**config.mk**
```make
export PLATFORM = sky130hd
export DESIGN_NAME = t1_alarm_detect
export DESIGN_NICKNAME = d
export VERILOG_FILES = /design/src/rtl/t1_alarm_pkg.sv /design/src/rtl/t1_alarm_ctl.sv /design/src/rtl/t1_alarm_dp.sv /design/src/rtl/t1_alarm_detect.sv
export SDC_FILE = /design/constraint.sdc
export NUM_CORES = 1
export LEC_CHECK = 0
export CAP_MARGIN = 40
export CORE_AREA = 8 8 69 71
export DETAILED_ROUTE_END_ITERATION = 10
export DIE_AREA = 0 0 77 79
export PLACE_DENSITY = 0.76
export SYNTH_ARGS = -nofsm -noshare
export SYNTH_HDL_FRONTEND = slang
export SYNTH_HIERARCHICAL = 1
export SYNTH_SLANG_ARGS = --single-unit
```
**constraint.sdc**
```tcl
create_clock -name clk -period 2.2 [get_ports clk]
set_input_delay 0.22 -clock clk [delete_from_list [all_inputs] [get_ports clk]]
set_output_delay 0.22 -clock clk [all_outputs]
set_load 0.03 [all_outputs]
```
**src/rtl/t1_alarm_pkg.sv**
```systemverilog
package t1_alarm_pkg;

  // Strobes the control half hands to the datapath each bit period.
  typedef struct packed {
    logic yelBit;     // current bit is the yellow bit position of a channel
    logic frameEdge;  // current bit is the framing bit
    logic sfEnable;   // superframe yellow detector active
    logic fdlShift;   // shift current bit into the data-link matcher
    logic fdlReset;   // discard data-link history
    logic ivEnd;      // current bit closes a blue-clear interval
  } alarmStrobes_t;

endpackage

```
**src/rtl/t1_alarm_ctl.sv**
```systemverilog
module t1_alarm_ctl
  import t1_alarm_pkg::*;
#(
  parameter int BITS_PER_CHAN = 8,
  parameter int YEL_POS       = 2,
  parameter int CLEAR_BITS    = 386
) (
  input  logic          clk,
  input  logic          rst,
  input  logic          chanStart,
  input  logic          frameStrobe,
  input  logic          fdlValid,
  input  logic          esfMode,
  output alarmStrobes_t strobes
);

  localparam int POS_W  = $clog2(BITS_PER_CHAN + 2);
  localparam int IV_W   = $clog2(CLEAR_BITS);
  localparam logic [POS_W-1:0] POS_IDLE = POS_W'(BITS_PER_CHAN + 1);
  localparam logic [IV_W-1:0]  IV_LAST  = IV_W'(CLEAR_BITS - 1);

  logic [POS_W-1:0] posReg;
  logic [POS_W-1:0] curPos;
  logic [IV_W-1:0]  ivCnt;

  // Bit position inside the current channel; saturates at idle past bit 8.
  always_comb begin
    if (chanStart)
      curPos = POS_W'(1);
    else if (posReg >= POS_IDLE)
      curPos = POS_IDLE;
    else
      curPos = posReg + POS_W'(1);
  end

  always_ff @(posedge clk) begin
    if (rst)
      posReg <= POS_IDLE;
    else
      posReg <= curPos;
  end

  // Free-running interval counter for blue clearing.
  always_ff @(posedge clk) begin
    if (rst)
      ivCnt <= '0;
    else if (ivCnt == IV_LAST)
      ivCnt <= '0;
    else
      ivCnt <= ivCnt + IV_W'(1);
  end

  always_comb begin
    strobes.yelBit    = (curPos == POS_W'(YEL_POS));
    strobes.frameEdge = frameStrobe;
    strobes.sfEnable  = ~esfMode;
    strobes.fdlShift  = fdlValid & esfMode;
    strobes.fdlReset  = ~esfMode;
    strobes.ivEnd     = (ivCnt == IV_LAST);
  end

endmodule

```
**src/rtl/t1_alarm_dp.sv**
```systemverilog
module t1_alarm_dp
  import t1_alarm_pkg::*;
#(
  parameter int FDL_RUN  = 8,
  parameter int AIS_BITS = 386
) (
  input  logic          clk,
  input  logic          rst,
  input  logic          rxBit,
  input  logic          oofFlag,
  input  alarmStrobes_t strobes,
  output logic          sfYellow,
  output logic          esfYellow,
  output logic          blueAlarm
);

  localparam int PAT_W  = 2 * FDL_RUN;
  localparam int MISS_W = $clog2(PAT_W + 1);
  localparam int RUN_W  = $clog2(AIS_BITS + 1);
  localparam logic [PAT_W-1:0]  PATTERN   = {{FDL_RUN{1'b1}}, {FDL_RUN{1'b0}}};
  localparam logic [MISS_W-1:0] MISS_LAST = MISS_W'(PAT_W - 1);
  localparam logic [RUN_W-1:0]  RUN_FULL  = RUN_W'(AIS_BITS);
  localparam logic [RUN_W-1:0]  RUN_NEAR  = RUN_W'(AIS_BITS - 1);

  // ---------------- superframe yellow ----------------
  logic bit2One;

  always_ff @(posedge clk) begin
    if (rst) begin
      bit2One  <= 1'b1;
      sfYellow <= 1'b0;
    end else begin
      if (!strobes.sfEnable)
        sfYellow <= 1'b0;
      else if (strobes.frameEdge)
        sfYellow <= ~bit2One;

      if (strobes.frameEdge)
        bit2One <= 1'b0;
      else if (strobes.yelBit && rxBit)
        bit2One <= 1'b1;
    end
  end

  // ---------------- ESF data-link yellow ----------------
  logic [PAT_W-1:0]  fdlReg;
  logic [PAT_W-1:0]  fdlNext;
  logic [MISS_W-1:0] missCnt;
  logic              fdlMatch;

  assign fdlNext  = {fdlReg[PAT_W-2:0], rxBit};
  assign fdlMatch = (fdlNext == PATTERN);

  always_ff @(posedge clk) begin
    if (rst || strobes.fdlReset) begin
      fdlReg    <= '0;
      missCnt   <= '0;
      esfYellow <= 1'b0;
    end else if (strobes.fdlShift) begin
      fdlReg <= fdlNext;
      if (fdlMatch) begin
        esfYellow <= 1'b1;
        missCnt   <= '0;
      end else if (missCnt == MISS_LAST) begin
        esfYellow <= 1'b0;
        missCnt   <= '0;
      end else begin
        missCnt <= missCnt + MISS_W'(1);
      end
    end
  end

  // ---------------- blue (AIS) ----------------
  logic [RUN_W-1:0] runCnt;
  logic             zeroSeen;
  logic             setNow;
  logic             clrNow;

  assign setNow = rxBit && (runCnt >= RUN_NEAR) && oofFlag;
  assign clrNow = strobes.ivEnd && (zeroSeen || !rxBit);

  always_ff @(posedge clk) begin
    if (rst) begin
      runCnt    <= '0;
      zeroSeen  <= 1'b0;
      blueAlarm <= 1'b0;
    end else begin
      if (!rxBit)
        runCnt <= '0;
      else if (runCnt != RUN_FULL)
        runCnt <= runCnt + RUN_W'(1);

      if (strobes.ivEnd)
        zeroSeen <= 1'b0;
      else if (!rxBit)
        zeroSeen <= 1'b1;

      if (clrNow)
        blueAlarm <= 1'b0;
      else if (setNow)
        blueAlarm <= 1'b1;
    end
  end

endmodule

```
**src/rtl/t1_alarm_detect.sv**
```systemverilog
module t1_alarm_detect
  import t1_alarm_pkg::*;
#(
  parameter int CHANNELS      = 24,
  parameter int BITS_PER_CHAN = 8,
  parameter int YEL_POS       = 2,
  parameter int FDL_RUN       = 8,
  parameter int AIS_FRAMES    = 2,
  parameter int CLEAR_FRAMES  = 2
) (
  input  logic clk,
  input  logic rst,
  input  logic rxBit,
  input  logic frameStrobe,
  input  logic chanStart,
  input  logic fdlValid,
  input  logic oofFlag,
  input  logic esfMode,
  output logic sfYellow,
  output logic esfYellow,
  output logic blueAlarm
);

  localparam int FRAME_BITS = CHANNELS * BITS_PER_CHAN + 1;
  localparam int AIS_BITS   = AIS_FRAMES * FRAME_BITS;
  localparam int CLEAR_BITS = CLEAR_FRAMES * FRAME_BITS;

  alarmStrobes_t strobes;

  t1_alarm_ctl #(
    .BITS_PER_CHAN(BITS_PER_CHAN),
    .YEL_POS      (YEL_POS),
    .CLEAR_BITS   (CLEAR_BITS)
  ) u_ctl (
    .clk        (clk),
    .rst        (rst),
    .chanStart  (chanStart),
    .frameStrobe(frameStrobe),
    .fdlValid   (fdlValid),
    .esfMode    (esfMode),
    .strobes    (strobes)
  );

  t1_alarm_dp #(
    .FDL_RUN (FDL_RUN),
    .AIS_BITS(AIS_BITS)
  ) u_dp (
    .clk      (clk),
    .rst      (rst),
    .rxBit    (rxBit),
    .oofFlag  (oofFlag),
    .strobes  (strobes),
    .sfYellow (sfYellow),
    .esfYellow(esfYellow),
    .blueAlarm(blueAlarm)
  );

endmodule

```
==> summary.md <==
| Metric | Value |
|---|---|
| Horizontal extent of the die | approximately 77 µm |
| Number of clock buffers inserted by TritonCTS | 5 |
| CTS Hold Buffers Added | 0 |
| Routed Wire Length | 3450 µm |
| Initial cell density of the core | 54.3% |
| Category of the worst setup path launch point | register |
| Wl on met1 | 1680 µm |
| Total Die Area | about 6000 µm² |
| Maximum number of pins on one net before global-route repair | 21 |
| Synthesis-stage register bit count | 47 |
| Crit end category | register |
| Cell types with the largest area share after synthesis | sky130_fd_sc_hd__dfxtp_1 (46%), sky130_fd_sc_hd__mux2i_1 (7.8%), sky130_fd_sc_hd__ha_1 (5.5%), sky130_fd_sc_hd__nor2_1 (5.5%), sky130_fd_sc_hd__xor2_1 (3.0%) |
| Hold Path Class | register to register |
| Final routed DRC violation total | 0 |
| WL/cell | 12.3 µm |
| Diode insertion count for antenna repair | 0 |
| Sequential cell area | between 900 and 1000 µm² |
| Achievable Freq | a little under 600 MHz |
| Most used flip-flop cell after synthesis | sky130_fd_sc_hd__dfxtp_1 |
| Top-count cell post-synth | sky130_fd_sc_hd__dfxtp_1 |
| Net total in the final layout | 246 |
| Mean instance size in the synthesized netlist | 9.51 µm² |
| Fraction of post-synthesis cell area in the top cell type by area | 45.6% |
| Commonest cells in the netlist | sky130_fd_sc_hd__dfxtp_1 (47), sky130_fd_sc_hd__nor2_1 (30), sky130_fd_sc_hd__mux2i_1 (16), sky130_fd_sc_hd__a21oi_1 (10) |
| Number of DRC markers in iteration 0 | 34 |
| Routed vias/inst | approximately 5.3 |
| Area growth from synthesis to final layout | 10.6% |
| Overall via count from detail_route | around 1,500 |
| Slack of the worst reg-to-reg path | slightly above 0.5 ns |
| Outcome | completed |
| Hold Fails Final Rpt | 0 |
| Power density relative to cell area | ~630 nW/µm² |
| RR Startpoint | u_dp/runCnt[0]$_SDFFE_PP0P_ |
| Number of cells on the worst hold path | 1 |
| Insertion delay to the later sink of the worst-skew pair | a little under 0.3 ns |
| Count of TritonRoute iterations in the first routing pass | 4 |
| Hpwl dp | around 2500 µm |
| Worst EP arrival | about 1.9 ns |
| Headroom to the max-slew limit | 76.0% |
| Number of cells upsized or downsized after cts | 0 |
| Max-cap violations | 0 |
| Ratio of cells with drive above 1 in the final layout | about 7.4% |
| Total Power | 0.00145 W |
| Slew at the pin with the worst max-slew slack | approximately 0.36 ns |
| Hold path endpoint | u_ctl/posReg[0]$_SDFF_PP1_ |
| Synth area leader | sky130_fd_sc_hd__dfxtp_1 |
| Buffers inserted during post-CTS setup optimization | 0 |
| Setup Viol. Count Final | 0 |
| Number of top-level pins | 11 |
| Worst reg-to-reg path cell count | 6 |
| GRT overflow | 0 |
| Cell variety after synth | between 40 and 50 |
| Antenna violations before repair | 0 |
| Cell Area, Synth | 2060 µm² |
| Pleak | a little over 0.8 nW |
| RSZ-0062 raised after global routing | false |
| Final Critical Period | 1.69 ns |
| Clock transition time at the flip-flop clock pins of the worst setup and hold paths | approximately 0.080 ns |
| Global placer's final weighted congestion | 0.777 |
| Critical path class | register to register |
| Number of global-route vias before repair | between 1,000 and 1,500 |
| Floorplan Core Area | ~3800 µm² |
| Share of the yosys chip area belonging to registers | 45.6% |
| Peak supply drop | about 0.45 mV |
| Total routing usage reported by global routing | between 10% and 20% |
| Number of routed nets with antenna violations | 0 |
| Min-delay src | u_ctl/posReg[0]$_SDFF_PP1_ |
| FFs w/ async S/R, synth | 0% |
| CTS tree | built |
| EDFF count, synth | 0 |
| Capture point of the worst reg-to-reg path | u_dp/runCnt[2]$_SDFFE_PP0P_ |
| Root Buffer Master | sky130_fd_sc_hd__clkbuf_8 |
| Crit path required time | 2.42 ns |
| Max Transition Viols Final | 0 |
| Final total negative setup slack | 0 ns |
| Die height | 79 µm |
| Cell Rows | 23 |
| CTS HTree Levels | 2 |
| Yosys warnings | 6 |
| Uppermost signal routing layer after detailed routing | met4 |
| Final worst path period share | 76.9% |
| CP Max Fanout | 5 |
| Area taken by multi-input logic gates | 1040 µm² |
| Count of buffers inserted at the top-level ports | 10 |
| First-pass GRT wire length | about 6100 µm |
| Met3 routed wirelength | ~140 µm |
| Max clock buf depth | 2 |
| Synthesized net count | 234 |
| Number of sinks on the clock net | 47 |
| Detailed route wirelength on metal2 | about 1600 µm |
| Synth Instances | about 220 |
| Worst clock skew | around 0.008 ns |
| Filler cell count in the final layout | about 360 |
cells in the final DEF, fill, tap and decap left out, types with 2 or more instances in the layout:
| master | count |
|---|---|
| sky130_fd_sc_hd__nor2_1 | 30 |
| sky130_fd_sc_hd__buf_4 | 3 |
| sky130_fd_sc_hd__nor2b_1 | 2 |
| sky130_fd_sc_hd__ha_1 | 9 |
| sky130_fd_sc_hd__clkbuf_8 | 5 |
| sky130_fd_sc_hd__nand4_1 | 5 |
| sky130_fd_sc_hd__clkbuf_1 | 2 |
| sky130_fd_sc_hd__a21oi_1 | 10 |
| sky130_fd_sc_hd__xor2_1 | 7 |
| sky130_fd_sc_hd__dfxtp_1 | 47 |
| sky130_fd_sc_hd__nor3b_1 | 2 |
| sky130_fd_sc_hd__or3_1 | 7 |
| sky130_fd_sc_hd__a21oi_2 | 2 |
| sky130_fd_sc_hd__inv_1 | 8 |
| sky130_fd_sc_hd__nand2b_1 | 4 |
| sky130_fd_sc_hd__nor4_1 | 4 |
| sky130_fd_sc_hd__nand3_1 | 9 |
| sky130_fd_sc_hd__o21ai_0 | 8 |
| sky130_fd_sc_hd__nand2_1 | 8 |
| sky130_fd_sc_hd__xnor2_1 | 4 |
| sky130_fd_sc_hd__clkdlybuf4s50_1 | 10 |
| sky130_fd_sc_hd__o21bai_1 | 2 |
| sky130_fd_sc_hd__mux2i_1 | 16 |
| sky130_fd_sc_hd__nor3_1 | 4 |
| sky130_fd_sc_hd__and2_1 | 3 |
state kept, by name, indices dropped and copies added (netlist names):
name and count:
u_ctl/ivCnt 9, u_ctl/posReg 4, u_dp/bit2One 1, u_dp/blueAlarm 1
u_dp/esfYellow 1, u_dp/fdlReg 15, u_dp/missCnt 5, u_dp/runCnt 9
u_dp/sfYellow 1, u_dp/zeroSeen 1
layer usage:
| metal | up-vias | GRT usage (%) |
|---|---|---|
| met3 | 6 | 4.63 |
| met5 | - | 0 |
| li1 | 776 | - |
| met1 | 696 | 14.2 |
| met2 | 15 | 20.2 |
| met4 | 0 | 4.53 |
layout make-up:
class | instances | area share, %
clock buffers | 7 | 3.35
multi-input cells | 154 | 45.7
repair buffers | 13 | 5.38
clock inverters | 1 | 0.219
inverters | 8 | 1.32
well taps | 50 | 2.74
flip-flops and latches | 47 | 41.3
worst max-delay path, stage by stage, from the launching register on:
cell and delay (ns):
sky130_fd_sc_hd__dfxtp_1 0.42, sky130_fd_sc_hd__inv_1 0.10, sky130_fd_sc_hd__ha_1 0.20, sky130_fd_sc_hd__nand3_1 0.12, sky130_fd_sc_hd__nor3_4 0.06, sky130_fd_sc_hd__or4b_2 0.64
sky130_fd_sc_hd__o21ai_0 0.09
report_power, final:
part           internal (W)  switching, W  leakage (nW)   total, W
logic             0.0000424     0.0000460         0.404  0.0000884
clock network      0.000223      0.000257        0.0422   0.000480
registers          0.000864     0.0000136         0.381   0.000877
total               0.00113      0.000317         0.827    0.00145
kinds of logic after synthesis:
family,synth area share [%]
and+or+nand+nor,23.7
DFF,45.6
AOI/OAI and AO/OA,8.49
muxes,8.31
buffers and inverters,3.82
xor gates and xnor gates,4.67
adders and majority gates,5.46
how the worst max path moves through the flow:
stage / start / end / depth (start not counted)
final: u_dp/runCnt[0]$_SDFFE_PP0P_ / u_dp/runCnt[2]$_SDFFE_PP0P_ / 6
after global routing: u_dp/runCnt[0]$_SDFFE_PP0P_ / u_dp/runCnt[2]$_SDFFE_PP0P_ / 6
after CTS: u_dp/runCnt[0]$_SDFFE_PP0P_ / u_dp/runCnt[2]$_SDFFE_PP0P_ / 6
after detailed placement: rst / u_dp/runCnt[2]$_SDFFE_PP0P_ / 4
after global placement: rst / u_dp/esfYellow$_SDFFE_PP0P_ / 3
after floorplan: u_dp/runCnt[0]$_SDFFE_PP0P_ / u_dp/runCnt[2]$_SDFFE_PP0P_ / 6
stage by stage:
step / util [%] / setup WS (ns) / area (µm²) / hold WS, ns / instances
floorplan: - / 0.643 / 2060 / 0.296 / 217
global placement: 57.9 / 0.424 / 2200 / 0.437 / 272
detailed placement: 57.9 / 0.379 / 2200 / 0.446 / 272
CTS: 60.0 / 0.497 / 2280 / 0.464 / 280
global route: 60.0 / 0.357 / 2280 / 0.479 / 280
finish: 60.0 / 0.509 / 2280 / 0.462 / 280
No activity file was read; power rests on OpenSTA's default activity.
